$ cat src/rtl/cmd_bus_guard.sv
module cmd_bus_guard #(
  parameter int NUM_RANKS = 2,
  parameter int T_BUS     = 4,
  parameter int T_RTRS    = 1,
  parameter int T_RL      = 9,
  parameter int T_WL      = 7,
  parameter int T_WTR     = 5,
  parameter int T_CCD     = 4,
  parameter int T_FAW     = 20,
  localparam int RANK_W   = (NUM_RANKS > 1) ? $clog2(NUM_RANKS) : 1
) (
  input  logic              clk,
  input  logic              rst_n,
  input  logic              cmd_valid,
  input  logic [1:0]        cmd_type,
  input  logic [RANK_W-1:0] cmd_rank,
  output logic              grant
);

  localparam logic [1:0] C_ACT = 2'b00;
  localparam logic [1:0] C_RD  = 2'b01;
  localparam logic [1:0] C_WR  = 2'b10;

  localparam int RAW_RANK = T_BUS + T_RTRS;
  localparam int RAW_RW   = T_RL + T_BUS + T_RTRS - T_WL;
  localparam int RAW_WRS  = T_WL + T_BUS + T_WTR;
  localparam int RAW_WRD  = T_WL + T_BUS + T_RTRS - T_RL;
  localparam int G_SAME   = T_CCD;
  localparam int G_RANK   = (RAW_RANK > T_CCD) ? RAW_RANK : T_CCD;
  localparam int G_RW     = (RAW_RW   > T_CCD) ? RAW_RW   : T_CCD;
  localparam int G_WRS    = (RAW_WRS  > T_CCD) ? RAW_WRS  : T_CCD;
  localparam int G_WRD    = (RAW_WRD  > T_CCD) ? RAW_WRD  : T_CCD;
  localparam int G_M1     = (G_RANK > G_RW)  ? G_RANK : G_RW;
  localparam int G_M2     = (G_WRS  > G_WRD) ? G_WRS  : G_WRD;
  localparam int G_MAX    = (G_M1 > G_M2) ? G_M1 : G_M2;
  localparam int CNT_W    = $clog2(G_MAX + 1);
  localparam int AGE_W    = $clog2(T_FAW + 1);
  localparam logic [CNT_W-1:0] CNT_SAT = '1;
  localparam logic [AGE_W-1:0] AGE_OLD = AGE_W'(T_FAW);

  logic              have_col;
  logic              last_wr;
  logic [RANK_W-1:0] last_rank;
  logic [CNT_W-1:0]  since_col;
  logic [CNT_W-1:0]  need_gap;
  logic              is_col, col_ok;
  logic [NUM_RANKS-1:0] faw_ok;

  assign is_col = (cmd_type == C_RD) || (cmd_type == C_WR);

  always_comb begin
    logic this_wr, same_rank;
    this_wr   = (cmd_type == C_WR);
    same_rank = (cmd_rank == last_rank);
    if (this_wr == last_wr)
      need_gap = same_rank ? CNT_W'(G_SAME) : CNT_W'(G_RANK);
    else if (this_wr)
      need_gap = CNT_W'(G_RW);
    else
      need_gap = same_rank ? CNT_W'(G_WRS) : CNT_W'(G_WRD);
  end

  assign col_ok = !have_col || (since_col >= need_gap);

  always_comb begin
    if (!cmd_valid)           grant = 1'b0;
    else if (cmd_type == C_ACT) grant = faw_ok[cmd_rank];
    else if (is_col)          grant = col_ok;
    else                      grant = 1'b1;
  end

  always_ff @(posedge clk) begin
    if (!rst_n) begin
      have_col  <= 1'b0;
      last_wr   <= 1'b0;
      last_rank <= '0;
      since_col <= CNT_SAT;
    end else if (grant && is_col) begin
      have_col  <= 1'b1;
      last_wr   <= (cmd_type == C_WR);
      last_rank <= cmd_rank;
      since_col <= CNT_W'(1);
    end else if (since_col != CNT_SAT) begin
      since_col <= since_col + 1'b1;
    end
  end

  for (genvar r = 0; r < NUM_RANKS; r++) begin : g_rank
    logic [AGE_W-1:0] age [4];
    logic             hit;
    assign hit       = grant && (cmd_type == C_ACT) && (cmd_rank == RANK_W'(r));
    assign faw_ok[r] = (age[3] >= AGE_OLD);

    always_ff @(posedge clk) begin
      if (!rst_n) begin
        for (int i = 0; i < 4; i++) age[i] <= AGE_OLD;
      end else begin
        for (int i = 0; i < 4; i++) begin
          if (hit && i == 0)
            age[i] <= AGE_W'(1);
          else if (hit)
            age[i] <= (age[i-1] >= AGE_OLD) ? AGE_OLD : age[i-1] + 1'b1;
          else
            age[i] <= (age[i] >= AGE_OLD) ? AGE_OLD : age[i] + 1'b1;
        end
      end
    end
  end

endmodule

$ cat config.mk
export PLATFORM = sky130hd
export DESIGN_NAME = cmd_bus_guard
export DESIGN_NICKNAME = d
export VERILOG_FILES = /design/src/rtl/cmd_bus_guard.sv
export SDC_FILE = /design/constraint.sdc
export NUM_CORES = 1
export LEC_CHECK = 0
export CORE_MARGIN = 2
export CORE_UTILIZATION = 56
export CTS_CLUSTER_DIAMETER = 60
export DETAILED_ROUTE_END_ITERATION = 8
export PLACE_DENSITY_LB_ADDON = 0.25
export SLEW_MARGIN = 15
export SYNTH_ARGS = -nofsm -noshare
export SYNTH_HDL_FRONTEND = slang
export SYNTH_SLANG_ARGS = --single-unit
$ cat constraint.sdc
create_clock -name clk -period 2.9 [get_ports clk]
set_input_delay 0.58 -clock clk [delete_from_list [all_inputs] [get_ports clk]]
set_output_delay 0.58 -clock clk [all_outputs]
set_load 0.05 [all_outputs]
==> out/results.ini, run 1 <==
[outcome]
status = finished, violations left
violations = setup timing

[route]
via_count = 2187
viasPerCell = 5.334
firstDrtPassIters = 4
drt_wl_total_um = 5410
first_iter_violations = 99
wl_per_cell_um = 13.20
drc = 0
detail-route-antenna-nets = 0

[critical_path]
cp_max_fo = 2
cpMaxStageDelayCell = or3_4
crit_chain = buf_6, inv_4, ha_4, ha_4, or3_4, ha_4, o31ai_4, o21a_2, nor3_4, buf_6
start_kind = input pin
required_ns = 2.32
slowest_delay_ns = 0.42
path_class = input pin to output pin
critPathArrivalTime_ns = 2.37
cp_top_family = adder cells
crit_buf_inv = 3
endpoint_kind = output pin
crit_top_cell = ha_4

[sta]
slew_headroom_pct = 61.96
timing.fmax_mhz = 338.5
setup_violations = 1
period_minus_slack_ns = 2.954
hold_viol_final = 0
tightest_slew_ns = 0.5684
layout_worst_path_cycle_share_pct = 101.9
tns_ns = -0.05421
layout_setup_ws_ns = -0.05421
finalMaxSlewViolations = 0
rsz0062_at_grt = yes
hold_ws_ns = 0.4671
fin_skew_ns = 0.004576

[yosys]
ys_ff_latch = 48
yosys_warnings = 0
async_reset_ff_share_pct = 0
synthFlopType = edfxtp_1
yosysSeqAreaShare_pct = 46.40
syn_area_mm2 = 0.002934
synth.distinct_cells = 45
avgSynthCellArea_um2 = 10.37
syn_inst = 283
synth_edf_count = 40

[pwr]
seq_power_share_pct = 51.7
p_leak_uw = 0.001354
ir_worst_vdd_v = 0.0005829
p_per_area_mw_per_mm2 = 482.5
p_comb_share_pct = 25.9
power_switching_uw = 497.3
clkPwrFrac_pct = 22.4
swShare_pct = 29.39
intPower_uw = 1195

[global_route]
overflow = 0
grt_pass1_wl_um = 9149
antenna_found_initial = 0
grt_usage_pct = 19.41
grt_pass1_vias = 2091
grt_start_max_net_pins = 25

[floorplanning]
die_w_um = 76.39
rows = 26
io_pins = 7
die-area_mm2 = 0.005835
core_mm2 = 0.005075
die_h_um = 76.39
initial_core_util_pct = 57.82

[clock_network]
cts_max_path_buffers = 2
clk_pin_slew_ns = 0.08
cts.sinks = 48
htreeDepth = 2
tritoncts = done
cts-hold-fix-buffers = 0
cts_buffers = 5
worstSkewPairLatency_ns = 0.30
root_buffer = clkbuf_8

[cells_and_area]
diodes = 0
fin_nets = 370
syn_to_final_growth_pct = 19.53
drive_above_1_share_pct = 12.35
finish.utilization_pct = 69.11

[flow_run]
cap_viol_max_count = 0

[place]
dpl.hpwl_um = 3668
place_congestion = 0.7761
io_buffer_count = 6

[min_path]
hold_class = flip-flop to flip-flop

## kinds of logic after synthesis
logic type	synth area share, %
xor gates and xnor gates	5.970
buffers and inverters	4.819
other	0.1278
and+or+nand+nor	16.76
muxes	1.365
AOI/OAI and AO/OA	13.90
adders and majority gates	10.66
DFF	46.40
## cell usage in the layout, fill, tap and decap left out, drive strengths merged, types with 3 or more instances in the layout
cell,instances
edfxtp,40
conb,40
o21ai,28
ha,25
inv,23
nand2,22
nand3,20
buf,17
nor2,13
xnor2,11
xor2,9
a311oi,8
dfxtp,8
and3,7
clkbuf,7
and2,6
nand3b,5
a31oi,5
o21a,5
a32o,4
mux2i,4
a21oi,4
nor2b,3
nand2b,3
nor3,3
## power groups by stage
| stage | Combinational (uW) | Clock [uW] | Sequential [uW] |
|---|---|---|---|
| detailed placement | 329 | 0 | 873 |
| global placement | 302 | 0 | 871 |
| global route | 484 | 410 | 881 |
| floorplan | 249 | 0 | 856 |
| finish | 439 | 379 | 874 |
| CTS | 362 | 387 | 867 |
## worst min-delay path: cells and delay by family, from the launching register on
family           cells  cell delay [ns]
muxes                1             0.05
DFF                  1             0.32
and+or+nand+nor      1             0.05
## per-stage QoR
stage	total power (uW)	instances	setup slack, ns	area [um^2]
4_1_cts	1616	408	-0.06731	3428
3_3_place_gp	1173	398	-0.5030	3282
3_5_place_dp	1201	398	-0.5938	3282
2_1_floorplan	1105	322	-0.004822	3117
6_report	1692	410	-0.05421	3507
5_1_grt	1776	410	-0.09281	3507
## final timing paths
kind / cells past startpoint / slack [ns] / startpoint / endpoint
max: 10 / -0.05 / cmd_type[0] / grant
min: 2 / 0.47 / last_wr$_SDFFE_PN0P_ / last_wr$_SDFFE_PN0P_
max reg2reg: 11 / 0.29 / last_wr$_SDFFE_PN0P_ / last_wr$_SDFFE_PN0P_
min reg2reg: 2 / 0.47 / last_wr$_SDFFE_PN0P_ / last_wr$_SDFFE_PN0P_
## sequential cells by signal (all words and copies together) (netlist names)
register,cells
g_rank.age,40
have_col,1
last_wr,1
last_rank,1
since_col,5
## layout make-up
type,instances,area [um^2]
Multi-Input combinational cell,241,1719
Timing Repair Buffer,20,167.7
Sequential cell,48,1361
Clock inverter,1,3.754
Fill cell,392,1568
Tap cell,70,87.58
Inverter,23,91.34
Clock buffer,7,76.32
## Yosys cell counts (5+ instances only)
master	count	area, um^2
edfxtp_1	40	1201
o21ai_0	26	130.1
ha_1	25	312.8
inv_1	23	86.33
nand2_1	22	82.58
nand3_1	20	100.1
nor2_1	13	48.80
xnor2_1	11	96.34
xor2_1	9	78.83
a311oi_1	8	70.07
dfxtp_1	8	160.2
and3_1	7	43.79
and2_1	6	37.54
clkbuf_1	6	22.52
a31oi_1	5	31.28
nand3b_1	5	37.54
## repair_timing
action / in CTS / in global routing
setup endpoints to repair: 9 / 1
gates resized for setup: 21 / 9
hold endpoints to repair: 0 / 0
buffers inserted: 2 / 2
pin swaps: 10 / 10
## layer usage
| layer | wire length (um) | part of all wire [%] | GRT usage (%) |
|---|---|---|---|
| met4 | 113 | 2.1 | 6.364 |
| met1 | 2444 | 45 | 24.04 |
| met5 | 0 | 0 | 0 |
| met3 | 140 | 2.6 | 3.555 |
| met2 | 2712 | 50 | 34.25 |
Power figures use the tool's default switching activity.
==> inputs of run 2 (changes only) <==
Settings changed: CTS_CLUSTER_SIZE from default to 25.
==> results of run 2 <==
Final layout, timing and power as in run 1 (identical DEF).
==> inputs of run 3 (changes only) <==
Settings changed: ABC_AREA from default to 0, CORE_MARGIN 2 to 1.5, PLACE_DENSITY_LB_ADDON 0.25 to 0.15.
==> run 3 against run 2 <==
  * Worst setup slack better by 0.058 ns
  * Largest cell class unchanged
  * Critical endpoint unchanged
  * Final area down 0.75%
  * Sequential power down 0.7%
  * First-iteration DRC count up 16%
  * Fmax up 2.0%
  * Clock power up 7.9%
  * Combinational power down 12%
  * Utilization down 0.52 points
  * Worst hold slack worse by 0.0051 ns
  * The run now ends clean
  * Sequential share of layout area up 0.29 points
  * Cell count down 0.73%
  * Global-route usage up 0.11 points
==> out/results.ini, run 3 (synthesis results as in run 1) <==
[cells_and_area]
largest_register = g_rank.age
fin_nets = 367  ; -0.81%
layout_common_cells = 40 x edfxtp_1, 40 x conb_1, 26 x o21ai_0
regArea_mm2 = 0.001361  ; unchanged
reg_top3 = g_rank.age: 40 flops, since_col: 5 flops
syn_to_final_growth_pct = 18.64
largest_reg_flops = 40  ; unchanged
diodes = 0  ; unchanged
drive_above_1_share_pct = 12.46  ; +0.11 points
nFillCells = 423  ; +7.9%
multiInputGateArea_mm2 = 0.001700  ; -1.1%

[critical_path]
slowest_delay_ns = 0.40  ; -0.02 ns
endpoint_kind = output pin
crit_top_cell = ha_4
path_class = input pin to output pin
r2r_setup_slack_ns = 0.46  ; +0.17 ns
required_ns = 2.32  ; about the same
crit_chain = buf_8, ha_4, ha_4, or3_4, inv_2, ha_4, o31ai_2, o21a_2, nor3_4, buf_6
cp_max_fo = 2  ; unchanged
critPathArrivalTime_ns = 2.32  ; -0.05 ns
cpMaxStageDelayCell = or3_4
start_kind = input pin

[floorplanning]
rows = 26  ; unchanged
io_pins = 7  ; unchanged
die-area_mm2 = 0.005683  ; -2.6%
initial_core_util_pct = 57.82  ; unchanged
die_h_um = 75.39  ; -1.3%
core_mm2 = 0.005075  ; unchanged
die_w_um = 75.39  ; -1.3%

[pwr]
p_leak_uw = 0.001344  ; -0.67%
clkPwrFrac_pct = 24.6  ; +2.2 points
intPower_uw = 1195  ; about the same
p_per_area_mw_per_mm2 = 477.7  ; -0.99%
p_comb_share_pct = 23.2  ; -2.7 points
swShare_pct = 28.13  ; -1.3 points
ir_worst_vdd_v = 0.0005037  ; -14%
seq_power_share_pct = 52.2  ; +0.5 points
power_switching_uw = 467.7  ; -6.0%

[global_route]
grt_start_max_net_pins = 29  ; +16%
overflow = 0  ; unchanged
antenna_found_initial = 0  ; unchanged
grt_pass1_wl_um = 8445  ; -7.7%
grt_usage_pct = 19.52  ; +0.11 points
grt_pass1_vias = 2020  ; -3.4%

[route]
firstDrtPassIters = 4  ; unchanged
wl_per_cell_um = 12.44  ; -5.7%
drt_wl_total_um = 5064  ; -6.4%
detail-route-antenna-nets = 0  ; unchanged
drc = 0  ; unchanged
via_count = 2112  ; -3.4%
viasPerCell = 5.189  ; -2.7%
first_iter_violations = 115  ; +16%

[sta]
setup_violations = 0  ; -1
tightest_slew_ns = 0.5273  ; -0.04115 ns
period_minus_slack_ns = 2.896  ; -0.05835 ns
fin_skew_ns = 0.008655  ; +0.004079 ns
finalMaxSlewViolations = 0  ; unchanged
hold_ws_ns = 0.4620  ; -0.005142 ns
timing.fmax_mhz = 345.3  ; +2.0%
tns_ns = 0  ; +0.05421 ns
hold_viol_final = 0  ; unchanged
rsz0062_at_grt = yes
layout_worst_path_cycle_share_pct = 99.86  ; -2.0 points
slew_headroom_pct = 64.48  ; +2.5 points

[outcome]
status = finished clean

[clock_network]
cts.sinks = 48  ; unchanged
clk_pin_slew_ns = 0.08  ; about the same
worstSkewPairLatency_ns = 0.30  ; about the same
cts_buffers = 5  ; unchanged
cts_max_path_buffers = 2  ; unchanged
root_buffer = clkbuf_8
htreeDepth = 2  ; unchanged
tritoncts = done
cts-hold-fix-buffers = 0  ; unchanged

[place]
io_buffer_count = 6  ; unchanged
dpl.hpwl_um = 3608  ; -1.6%
place_congestion = 0.7681  ; -1.0%

[flow_run]
cap_viol_max_count = 0  ; unchanged

[min_path]
hold_class = flip-flop to flip-flop

[run 3: cell count changes in the layout (fill, tap and decap cells not counted), sizes merged]
cell	delta
clkinv	+1
clkbuf	-1
clkdlybuf4s15	+1
buf	-3
dlygate4sd2	-1
[run 3: final timing paths]
check | end | depth (start not counted) | start
worst max-delay path | grant | 10 | cmd_type[1]
worst min-delay path | last_wr$_SDFFE_PN0P_ | 2 | last_wr$_SDFFE_PN0P_
worst max register to register | last_wr$_SDFFE_PN0P_ | 10 | last_wr$_SDFFE_PN0P_
worst min register to register | last_wr$_SDFFE_PN0P_ | 2 | last_wr$_SDFFE_PN0P_
[run 3: critical path: cells and delay by family]
kind | cells | cell delay (ns)
AOI/OAI and AO/OA | 2 | 0.40
buffers and inverters | 3 | 0.33
adders and majority gates | 3 | 0.56
and+or+nand+nor | 2 | 0.44
[run 3: metal layers]
metal / global-route usage, % / vias to the layer above / share of wire [%]
met1: 23.55 / 991 / 47
met5: 0 / - / 0
met4: 8.135 / 0 / 1.7
met3: 3.968 / 10 / 2.5
met2: 34.02 / 25 / 49
li1: - / 1086 / -
[run 3: layout make-up]
type                    instances  area share (%)
clock buffers                   6           2.372
clock inverters                 2          0.2876
repair buffers                 17           4.313
inverters                      23           2.552
well taps                      70           2.516
flip-flops and latches         48           39.11
multi-input cells             241           48.85
[run 3: timing repair]
action | in CTS | in global routing
pin swaps | 7 | 7
resized for setup | 20 | 7
endpoints found under the setup margin | 8 | 1
setup buffers | 1 | 0
[run 3: power groups by stage]
stage / registers [uW] / clock network [uW] / logic, uW
global route: 877 / 449 / 430
floorplan: 856 / 0 / 249
global placement: 871 / 0 / 302
detailed placement: 872 / 0 / 315
finish: 868 / 409 / 385
CTS: 867 / 424 / 346
[run 3: metrics by stage]
| stage | area [um^2] | power [uW] | instances | util [%] | setup slack (ns) |
|---|---|---|---|---|---|
| final | 3481 | 1663 | 407 | 68.59 | 0.004144 |
| after detailed placement | 3282 | 1186 | 398 | 64.67 | -0.5503 |
| after global routing | 3481 | 1756 | 407 | 68.59 | -0.03891 |
| after global placement | 3282 | 1173 | 398 | 64.67 | -0.5092 |
| after CTS | 3438 | 1637 | 407 | 67.75 | -0.007188 |
| after floorplan | 3117 | 1105 | 322 | - | -0.004822 |
